### src/rtl/dbgbuf_pkg.sv
package dbgbuf_pkg;
    localparam int unsigned RATIO   = 4;
    localparam int unsigned PHASE_W = $clog2(RATIO);
    typedef logic [PHASE_W-1:0] phase_t;
    localparam phase_t PHASE_LAST = phase_t'(RATIO - 1);
endpackage

### src/rtl/dbgbuf_phase.sv
module dbgbuf_phase
    import dbgbuf_pkg::*;
(
    input  logic   clk,
    input  logic   rst_n,
    output phase_t phase_o,
    output logic   last_o,
    output logic   primed_o,
    output logic   clk_slow_o
);
    typedef struct packed {
        phase_t phase;
        logic   primed;
        logic   slow;
    } st_t;

    st_t st_d, st_q;

    always_comb begin
        st_d = st_q;
        st_d.phase = st_q.phase + phase_t'(1);
        st_d.slow  = st_d.phase[PHASE_W-1];
        if (st_q.phase == PHASE_LAST) begin
            st_d.primed = 1'b1;
        end
    end

    always_ff @(posedge clk or negedge rst_n) begin
        if (!rst_n) begin
            st_q <= '0;
        end else begin
            st_q <= st_d;
        end
    end

    assign phase_o    = st_q.phase;
    assign last_o     = (st_q.phase == PHASE_LAST);
    assign primed_o   = st_q.primed;
    assign clk_slow_o = st_q.slow;

    // the counter steps by one each fast cycle
    a_r1_phase_step: assert property (@(posedge clk) disable iff (!rst_n)
        1'b1 |=> phase_o == phase_t'($past(phase_o) + phase_t'(1)));
    // the slow clock rises when the counter enters phase 2
    a_r1_slow_rise: assert property (@(posedge clk) disable iff (!rst_n)
        $rose(clk_slow_o) |-> phase_o == phase_t'(2));
    // once a group has been captured it stays captured
    a_r5_primed_sticky: assert property (@(posedge clk) disable iff (!rst_n)
        primed_o |=> primed_o);
endmodule

### src/rtl/dbgbuf_obs_lane.sv
module dbgbuf_obs_lane
    import dbgbuf_pkg::*;
(
    input  logic             clk,
    input  logic             rst_n,
    input  phase_t           phase_i,
    input  logic             last_i,
    input  logic             primed_i,
    input  logic             sample_i,
    input  logic             byp_i,
    output logic [RATIO-1:0] pins_o
);
    typedef struct packed {
        logic [RATIO-2:0] cap;
        logic [RATIO-1:0] hold;
    } st_t;

    st_t st_d, st_q;

    always_comb begin
        st_d = st_q;
        for (int k = 0; k < RATIO - 1; k++) begin
            if (phase_i == phase_t'(k)) begin
                st_d.cap[k] = sample_i;
            end
        end
        if (last_i) begin
            st_d.hold = {sample_i, st_q.cap};
        end
    end

    always_ff @(posedge clk or negedge rst_n) begin
        if (!rst_n) begin
            st_q <= '0;
        end else begin
            st_q <= st_d;
        end
    end

    always_comb begin
        if (byp_i) begin
            pins_o = {{(RATIO-1){1'b0}}, sample_i & primed_i};
        end else begin
            pins_o = st_q.hold;
        end
    end

    // the held group only moves at the edge that ends the last phase
    a_r3_hold_stable: assert property (@(posedge clk) disable iff (!rst_n)
        !last_i |=> $stable(st_q.hold));
    // nothing leaves the lane before the first group is complete
    a_r5_quiet_start: assert property (@(posedge clk) disable iff (!rst_n)
        !primed_i |-> pins_o == '0);
    // the newest pin takes the sample present at the last phase
    a_r2_newest_pin: assert property (@(posedge clk) disable iff (!rst_n)
        (last_i && !byp_i) |=> byp_i || pins_o[RATIO-1] == $past(sample_i));
endmodule

### src/rtl/dbgbuf_ctl_lane.sv
module dbgbuf_ctl_lane
    import dbgbuf_pkg::*;
(
    input  logic             clk,
    input  logic             rst_n,
    input  phase_t           phase_i,
    input  logic             last_i,
    input  logic             primed_i,
    input  logic [RATIO-1:0] par_i,
    output logic             bit_o
);
    typedef struct packed {
        logic [RATIO-1:0] hold;
    } st_t;

    st_t st_d, st_q;

    always_comb begin
        st_d = st_q;
        if (last_i) begin
            st_d.hold = par_i;
        end
    end

    always_ff @(posedge clk or negedge rst_n) begin
        if (!rst_n) begin
            st_q <= '0;
        end else begin
            st_q <= st_d;
        end
    end

    assign bit_o = st_q.hold[phase_i];

    // the first replayed bit is the oldest of the sampled word
    a_r7_first_bit: assert property (@(posedge clk) disable iff (!rst_n)
        (phase_i == phase_t'(0) && primed_i) |-> bit_o == $past(par_i[0]));
    // the output stays low until a word has been loaded
    a_r8_quiet_start: assert property (@(posedge clk) disable iff (!rst_n)
        !primed_i |-> !bit_o);
endmodule

### src/rtl/dbgbuf_x4.sv
module dbgbuf_x4
    import dbgbuf_pkg::*;
#(
    parameter int unsigned NUM_OBS = 8,
    parameter int unsigned NUM_CTL = 4
) (
    input  logic                     clk,
    input  logic                     rst_n,
    input  logic [NUM_OBS-1:0]       obs_i,
    input  logic [NUM_OBS-1:0]       byp_i,
    output logic [RATIO*NUM_OBS-1:0] obs_par_o,
    input  logic [RATIO*NUM_CTL-1:0] ctl_par_i,
    output logic [NUM_CTL-1:0]       ctl_o,
    output logic                     clk_slow_o
);
    phase_t phase;
    logic   last;
    logic   primed;

    dbgbuf_phase u_phase (
        .clk        (clk),
        .rst_n      (rst_n),
        .phase_o    (phase),
        .last_o     (last),
        .primed_o   (primed),
        .clk_slow_o (clk_slow_o)
    );

    for (genvar i = 0; i < NUM_OBS; i++) begin : g_obs
        dbgbuf_obs_lane u_lane (
            .clk      (clk),
            .rst_n    (rst_n),
            .phase_i  (phase),
            .last_i   (last),
            .primed_i (primed),
            .sample_i (obs_i[i]),
            .byp_i    (byp_i[i]),
            .pins_o   (obs_par_o[i*RATIO +: RATIO])
        );
    end

    for (genvar j = 0; j < NUM_CTL; j++) begin : g_ctl
        dbgbuf_ctl_lane u_lane (
            .clk      (clk),
            .rst_n    (rst_n),
            .phase_i  (phase),
            .last_i   (last),
            .primed_i (primed),
            .par_i    (ctl_par_i[j*RATIO +: RATIO]),
            .bit_o    (ctl_o[j])
        );
    end

    // the derived clock is low for the first half of each group
    a_r1_slow_low_start: assert property (@(posedge clk) disable iff (!rst_n)
        (phase == phase_t'(0)) |-> !clk_slow_o);
endmodule

### config.mk
export PLATFORM = sky130hd
export DESIGN_NAME = dbgbuf_x4
export DESIGN_NICKNAME = d
export VERILOG_FILES = /design/src/rtl/dbgbuf_pkg.sv /design/src/rtl/dbgbuf_phase.sv /design/src/rtl/dbgbuf_obs_lane.sv /design/src/rtl/dbgbuf_ctl_lane.sv /design/src/rtl/dbgbuf_x4.sv
export SDC_FILE = /design/constraint.sdc
export NUM_CORES = 1
export LEC_CHECK = 0
export ABC_AREA = 1
export BUFFER_PORTS_ARGS = -buffer_cell sky130_fd_sc_hd__clkbuf_2
export CORE_MARGIN = 10
export CORE_UTILIZATION = 54
export DETAILED_ROUTE_END_ITERATION = 10
export HOLD_SLACK_MARGIN = 0.15
export PLACE_DENSITY = 0.87
export SLEW_MARGIN = 40
export SYNTH_ARGS = -nofsm -noshare
export SYNTH_HDL_FRONTEND = slang
export SYNTH_SLANG_ARGS = --single-unit
export TNS_END_PERCENT = 1
### constraint.sdc
create_clock -name clk -period 1.6 [get_ports clk]
set_input_delay 0.16 -clock clk [delete_from_list [all_inputs] [get_ports clk]]
set_output_delay 0.16 -clock clk [all_outputs]
set_load 0.03 [all_outputs]
* After elaboration in Yosys (flattened, before gate mapping)
Cells that the tools add are included.
** Cells by class
- Add/sub/neg operators :: 1
- Magnitude comparators :: 1
- Equal/unequal tests :: 3
- Mux-type cells :: 16
- Bitwise gates (word level) :: 8
- Reductions and logical operators :: 1
** Operators by type and width (count)
- two-way mux 4 bit :: 8
- AND 1 bit :: 8
- binary-select mux 1 bit (select 2 bit) :: 4
- == test 2 bit (second input constant) :: 2
- two-way mux 1 bit :: 4
- < comparator 2 x 3 -> 1 bit (second input constant) :: 1
- adder 2 x 1 -> 2 bit (second input constant) :: 1
- == test 2 x 1 -> 1 bit (second input constant) :: 1
- zero test 2 bit :: 1
** Word-level totals
- Flip-flop bits (word level) :: 76
- Input bits :: 34
- Output and inout bits :: 37

* Depth between registers and ports, before layout
Gate-level depths: netlist (run 1).
- Word-level depth :: 2
- Gate-level depth with buffers :: 6
- Gate-level depth less buffers :: 4

* By module
A second synthesis (run 1) with hierarchy kept.
** Second synthesis, totals
- Cells, all modules :: 406
- Area total of the unflattened synthesis :: 3270.6 sq um
** By module, submodules not included
- dbgbuf_obs_lane :: instances 8, cells an instance 37, area an instance 300.3 sq um, sequential area each 175.2 sq um
- dbgbuf_ctl_lane :: instances 4, cells an instance 25, area an instance 186.4 sq um, sequential area each 100.1 sq um
- dbgbuf_phase :: instances 1, cells an instance 10, area an instance 122.6 sq um, sequential area each 75.1 sq um

* Worst setup path after synthesis (run 1)
OpenSTA, ideal clock, no wires.
- Kind :: register -> register
- Start :: register u_phase.st_q (netlist bit u_phase.phase_o[1])
- End :: register g_obs[2].u_lane.st_q[4] (netlist name)
- Setup time :: 129 ps
- Data arrival time :: 1326 ps
- Required time :: 1471 ps
- Setup slack :: 146 ps
- Stages on the path, launching flop included :: 6
- Path through :: dfrtp_1 -> inv_1 -> ha_1 -> buf_2 -> nand2_1 -> o21ai_0
** On the way
- Cells in the longest elaborated chain, start to end :: 1
** Ends and longest elaborated chain
- start: declaration :: line dbgbuf_phase.sv:17 : st_t st_d, st_q;
- start signal: assignment :: line dbgbuf_phase.sv:32 : st_q <= st_d;
- zero test 2 bit :: line dbgbuf_obs_lane.sv:23 : if (phase_i == phase_t'(k)) begin
- end signal: assignment :: line dbgbuf_obs_lane.sv:36 : st_q <= st_d;
- end: declaration :: line dbgbuf_obs_lane.sv:18 : st_t st_d, st_q;
Every way passes these cells.
A chain may end at the register's enable or synchronous reset.

* Worst setup path in the final report (run 1)
- Start :: register u_phase.st_q (netlist bit u_phase.phase_o[0])
- End :: output port ctl_o[1]
** On the way
- Cells in the longest elaborated chain, start to end :: 2
** Ends and longest elaborated chain
- binary-select mux 1 bit (select 2 bit) :: line dbgbuf_ctl_lane.sv:33 : assign bit_o = st_q.hold[phase_i];
- two-way mux 1 bit (not written as such) :: line dbgbuf_ctl_lane.sv:33
- end: declaration :: line dbgbuf_x4.sv:13 : output logic [NUM_CTL-1:0] ctl_o,
Every way passes these cells. The select of a mux whose other input is x is not followed.

==> results of run 1 <==
through the flow:
step / area [um2] / utilization / total power (W) / hold WS, ns / cells
finish: 4130 / 0.694 / 0.00376 / 0.334 / 562
global route: 4130 / 0.694 / 0.00393 / 0.372 / 562
CTS: 4100 / 0.688 / 0.00379 / 0.350 / 559
detailed placement: 3670 / 0.617 / 0.00247 / 0.175 / 518
global placement: 3670 / 0.617 / 0.00245 / 0.173 / 518
floorplan: 3310 / - / 0.00228 / -0.136 / 386
worst max-delay path by stage:
stage / cells past startpoint / to / start / slack (ns)
6_report: 5 / ctl_o[1] / u_phase.phase_o[0] / 0.07
5_1_grt: 5 / ctl_o[1] / u_phase.phase_o[0] / 0.01
4_1_cts: 5 / ctl_o[2] / u_phase.phase_o[0] / 0.007
3_5_place_dp: 3 / g_obs[5].u_lane.st_q[6] / u_phase.phase_o[0] / 0.08
3_3_place_gp: 3 / g_obs[0].u_lane.st_q[6] / u_phase.phase_o[0] / 0.21
2_1_floorplan: 5 / g_obs[2].u_lane.st_q[4] / u_phase.phase_o[1] / 0.15
routing by layer:
layer | track usage | up-vias | wire, um
li1 | - | 1367 | -
met1 | 0.193 | 1209 | 3280
met2 | 0.248 | 78 | 3440
met3 | 0.0451 | 14 | 455
met4 | 0.0739 | 0 | 176
met5 | 0 | - | 0
layout make-up:
cell class | instances | area, um2 | area share
clock buffer | 12 | 145 | 0.0351
clock inverter | 4 | 26.3 | 0.00636
inverter | 74 | 280 | 0.0678
multi-input combinational | 217 | 996 | 0.241
sequential | 75 | 1880 | 0.455
tap | 75 | 93.8 | 0.0227
timing repair buffer | 105 | 712 | 0.172
logic make-up (layout without fill, tap and decap cells):
kind of cell,Yosys count,in the layout,synth area share
buf+inv,94,195,0.134
simple gates,133,133,0.157
flops,75,75,0.566
compound gates,80,80,0.127
fa+ha+maj,4,4,0.0151
repair_timing:
action	in CTS	in global routing
buffers inserted	0	3
gates resized for setup	1	12
endpoints found under the setup margin	1	19
hold buffers	25	0
hold endpoints to repair	88	0
pin swaps	0	0
sequential cells by signal (all words and copies together), names as in the netlist:
name	count
u_phase.primed_o	1
g_obs.u_lane.st_q	56
g_ctl.u_lane.st_q	16
u_phase.phase_o	2
cells in the mapped netlist:
cell	number
buf_4	4
dfrtp_1	75
nand3_1	16
inv_1	73
clkbuf_2	4
o21ai_1	26
ha_1	4
buf_8	3
buf_6	2
or2_1	1
inv_2	1
nand2_1	92
o21ai_2	5
nor2_1	24
o21ai_0	49
buf_2	6
buf_12	1
where the power goes:
part	internal, W	leakage [nW]	switching (W)
registers	0.00199	0.869	0.0000339
clock network	0.000604	0.0863	0.000675
logic	0.000164	1.18	0.000293
==> run metrics, run 1 <==
status complete, no violations; Synth cell types 17; Initial Util 0.556; total of max-cap violations 0; total length of routed wires 7350 um; DIE HEIGHT 98.3 um; # fillers 473; RSZ-0062 raised after global routing false; FP Rows 28; GP Congestion 0.800; Tot GR Track Use 0.157; PortBufs 70; min Tclk post-route 1.53 ns; grt ovf 0; Antenna Nets Post-Route 0; most common cell after layout, fill and taps aside nand2_1; CP required 1.44 ns; pwr dens 908 mW/mm2; Vias per Instance 4.75; top cells by area, synth dfrtp_1, nand2_1, inv_1, o21ai_0, o21ai_1; CP Cell Sequence buf_4, nand2_1, nand3_1, nand2_1, buf_4; Leak Pwr 2.14 nW; CTS tree done; proportion of layout cells with a drive suffix above 1 0.216; clk sinks 75; Yosys top cell by area dfrtp_1; slowest CP cell dfrtp_2; Post-Place Worst Slack 0.0832 ns; Final Slew Violations 0; die area 0.00967 mm2; die width 98.3 um; nature of the critical path endpoint output port; # diodes 0; Final nets 520; CTS Root Cell clkbuf_8; Iter 0 DRT Violations 230; number of H-tree levels 3; launching point of the worst reg2reg path u_phase.phase_o[0]; synth warn 0; final hold vios 0; largest net degree at the start of global routing 82; CP Launch Type flop; clk slew on worst S/H paths 0.08 ns; Fmax 655 MHz; via count 2,668; worst skew pair latency 0.35 ns; Post-Syn Area 0.00331 mm2; synthesis-stage register bit count 75; setup_tns 0 ns; share of the synthesized area in the top cell type 0.566; initial antenna violation count 0; critical path's largest stage delay 0.46 ns; maximum VDD drop 0.589 mV; Final Cycle Share 0.954; sequential share of the synthesized area 0.566; cell count after synthesis 386; Buf/Inv on CP 2; worst r2r dst g_obs[5].u_lane.st_q[6]; CP Max Fanout 6; DRC 0; most frequent cells in the layout nand2_1, inv_1, dfrtp_1, clkbuf_2, o21ai_0; reg2reg path depth 3; global-route wire length before repair 12,800 um; CTS Buf Count 9; syn_area_per_cell 8.58 um2; Worst EP arrival 1.37 ns; Worst Setup Slack, final 0.0738 ns; final setup vio count 0; CTS Buffer Depth 2; I/O pins 71; Hold/Removal Path Class input pin to asynchronous set/reset pin; Area Overhead vs Synth 24.8%; Slew HR 0.652; Least-Margin Pin Slew 0.522 ns; CORE AREA 0.00596 mm2; vias in the first global route 2,779; reg2reg setup slack 0.17 ns; WS Path Type flop to output port; Avg WL per Cell 13.1 um; DPL Wire Length 5020 um; Syn Nets 424; Layout Skew 0.00546 ns; Crit path max-delay family flip-flops; TritonRoute pass-1 iters 4
Note: power is estimated with default switching activity, not from simulation.
==> run 2, diff against run 1 <==
Settings changed: ABC_AREA 1 to default, ABC_CLOCK_PERIOD_IN_PS from default to 1600.
==> run 2 against run 1 <==
Net effect: the run now ends with setup timing left; critical path depth is 2 lower; sequential power hardly changed; combinational power is 4% higher; setup slack worse by 0.19 ns; clock power hardly changed; flip-flop and latch count stayed put; clock skew is 0.0043 ns higher; core utilization is 1.0 points higher; register-to-register slack worse by 0.06 ns; hold slack worse by 0.12 ns; die area is 1.8% lower; fmax is 11% lower; highest routed layer unchanged.
==> run metrics, run 2 <==
PortBufs 70 (unchanged); cell count after synthesis 229 (-41%); Slew HR 0.799 (+0.147); clk sinks 75 (unchanged); sequential share of the synthesized area 0.579 (+0.0129); status finished with violations; Hold/Removal Path Class input pin to asynchronous set/reset pin; Synth cell types 15 (-2); CP Cell Sequence buf_6, mux4_2, buf_8; Worst Setup Slack, final -0.116 ns (-0.190 ns); NetSw 0.000964 W (-3.8%); clk slew on worst S/H paths 0.08 ns (about the same); Iter 0 DRT Violations 20 (-91%); GP Congestion 0.714 (-11%); CTS Buf Count 9 (unchanged); Fmax 583 MHz (-11%); proportion of layout cells with a drive suffix above 1 0.493 (+0.277); total length of routed wires 6920 um (-6.0%); Largest Register g_obs.u_lane.st_q; most common cell after layout, fill and taps aside dfrtp_1; Tot GR Track Use 0.149 (-0.00844); Initial Util 0.550 (-0.00592); Layout Skew 0.00973 ns (+0.00427 ns); Yosys top cell by area dfrtp_1; nature of the critical path endpoint output port; Post-Place Worst Slack 0.176 ns (+0.0928 ns); synthesis-stage register bit count 75 (unchanged); pwr dens 910 mW/mm2 (+0.20%); Leak Pwr 1.91 nW (-11%); CTS tree done; maximum VDD drop 0.629 mV (+6.8%); final hold vios 0 (unchanged); worst skew pair latency 0.34 ns (about the same); Layout Cells excl Fill 410 (-27%); DPL Wire Length 4630 um (-7.8%); Vias per Instance 5.11 (+7.6%); global-route wire length before repair 11,600 um (-9.6%); Syn Nets 267 (-37%); RSZ-0062 raised after global routing true; share of the synthesized area in the top cell type 0.579 (+0.0129); Buf/Inv on CP 2 (unchanged); Final nets 368 (-29%); min Tclk post-route 1.72 ns (+0.190 ns); initial antenna violation count 0 (unchanged); number of cells after detailed placement 368 (-29%); failing checks setup timing; CP required 1.44 ns (about the same); slowest CP cell mux4_2; Util after Layout 0.705 (+0.0104); DRC 0 (unchanged); total of max-cap violations 0 (unchanged); I/O pins 71 (unchanged); top cells by area, synth dfrtp_1, mux2_2, mux2_4, nor2b_1, mux4_2; most frequent cell after synthesis dfrtp_1; CORE AREA 0.00589 mm2 (-1.2%); Synth async-reset ratio 1.00 (unchanged); WS Path Type flop to output port; Least-Margin Pin Slew 0.302 ns (-0.220 ns); EDFF count, synth 0 (unchanged); Final Slew Violations 0 (unchanged); die width 97.5 um (-0.89%); CP Launch Type flop; number of H-tree levels 3 (unchanged); synth warn 0 (unchanged); Crit path max-delay family multiplexers; total power 0.00377 W (+0.50%); syn_area_per_cell 14.1 um2 (+65%); Worst EP arrival 1.56 ns (+0.19 ns); most frequent cells in the layout dfrtp_1, clkbuf_2, mux2_2, dlygate4sd3_1, nor2b_1; via count 2,095 (-21%); power share of the clock group 0.336 (-0.004); grt ovf 0 (unchanged); Avg WL per Cell 16.9 um (+29%); Area Overhead vs Synth 28.0%; FP Rows 28 (unchanged); TritonRoute pass-1 iters 4 (unchanged); Seq pwr share 0.538 (about the same); Comb pwr share 0.126 (+0.004); Top FF cell, synth dfrtp_1; Antenna Nets Post-Route 0 (unchanged); vias in the first global route 2,299 (-17%); max FFs per register 56 (unchanged); sw frac 0.255 (-0.0115); CTS Root Cell clkbuf_8; final setup vio count 4 (+4); Post-synth top cells dfrtp_1, mux2_2, nor2b_1; setup_tns -0.454 ns (-0.454 ns); Post-Syn Area 0.00324 mm2 (-2.2%); # diodes 0 (unchanged); Final Cycle Share 1.07 (+0.119); CP Max Fanout 4 (-2); die area 0.00950 mm2 (-1.8%); critical path's largest stage delay 0.52 ns (+0.06 ns); CTS Buffer Depth 2 (unchanged); DIE HEIGHT 97.5 um (-0.89%); Int Pwr 0.00281 W (+2.1%); largest net degree at the start of global routing 42 (-49%)
[run 2: cell types whose count changed in the layout (fill, tap and decap cells not counted), sizes merged, moves of 4 or more]
cell / before / now
inv: 74 / 10
mux2: 0 / 64
mux4: 0 / 4
nand2: 92 / 8
nand3: 16 / 8
nor2: 24 / 0
nor2b: 0 / 24
o21ai: 80 / 16
[run 2: power by group through the flow]
stage | Combinational (W) | Sequential (W) | Clock (W)
floorplan | 0.000250 | 0.00205 | 0
global placement | 0.000402 | 0.00206 | 0
detailed placement | 0.000417 | 0.00207 | 0
CTS | 0.000474 | 0.00203 | 0.00130
global route | 0.000513 | 0.00204 | 0.00138
finish | 0.000474 | 0.00203 | 0.00127
[run 2: cell families after synthesis]
| logic type | after synthesis | share of synthesized area |
|---|---|---|
| AND/OR/NAND/NOR | 41 | 0.0699 |
| multiplexers | 68 | 0.265 |
| adder cells (fa/ha/maj) | 4 | 0.0155 |
| flip-flops | 75 | 0.579 |
| AO/OA/AOI/OAI | 16 | 0.0247 |
| buffers and inverters | 25 | 0.0452 |
[run 2: timing repair]
item / CTS / global route
hold buffers: 25 / 0
gates resized for setup: 10 / 4
setup endpoints to repair: 5 / 4
setup buffers: 1 / 0
endpoints found under the hold margin: 123 / 0
gates cloned: 0 / 0
[run 2: layout make-up]
type	instances	area [um2]
repair buffers	105	747
fillers	394	1740
clock buffers	12	145
well taps	75	93.8
clock inverters	4	26.3
inverters	10	37.5
flip-flops and latches	75	1880
multi-input cells	129	1220
[run 2: routing by layer]
metal / vias up / wire length, um / track usage
met5: - / 0 / 0
met4: 0 / 110 / 0.0638
met3: 12 / 551 / 0.0576
met2: 66 / 3550 / 0.255
met1: 1036 / 2710 / 0.158
li1: 981 / - / -
[run 2: metrics by stage]
stage	hold slack [ns]	cell area [um2]
after floorplan	-0.136	3240
after global routing	0.225	4150
after CTS	0.210	4140
after detailed placement	0.0399	3670
final	0.214	4150
after global placement	0.0403	3670
[run 2: worst register-to-register path, delay by kind of cell (launching register included)]
family / cells / cell delay (ns)
buf+inv: 2 / 0.41
flops: 1 / 0.39
fa+ha+maj: 1 / 0.19
mux: 1 / 0.38
[run 2: final timing paths]
kind / start / end / slack (ns) / cells past startpoint
hold reg to reg: g_obs[4].u_lane.st_q[4] / g_obs[4].u_lane.st_q[0] / 0.49 / 2
setup reg to reg: u_phase.phase_o[0] / g_ctl[0].u_lane.st_q[1] / 0.11 / 4
min in group clk: g_obs[4].u_lane.st_q[4] / g_obs[4].u_lane.st_q[0] / 0.49 / 2
hold / removal: rst_n / g_obs[7].u_lane.st_q[1] / 0.21 / 2
max in group asynchronous: rst_n / u_phase.primed_o / 0.80 / 3
setup / recovery: u_phase.phase_o[0] / ctl_o[2] / -0.12 / 3
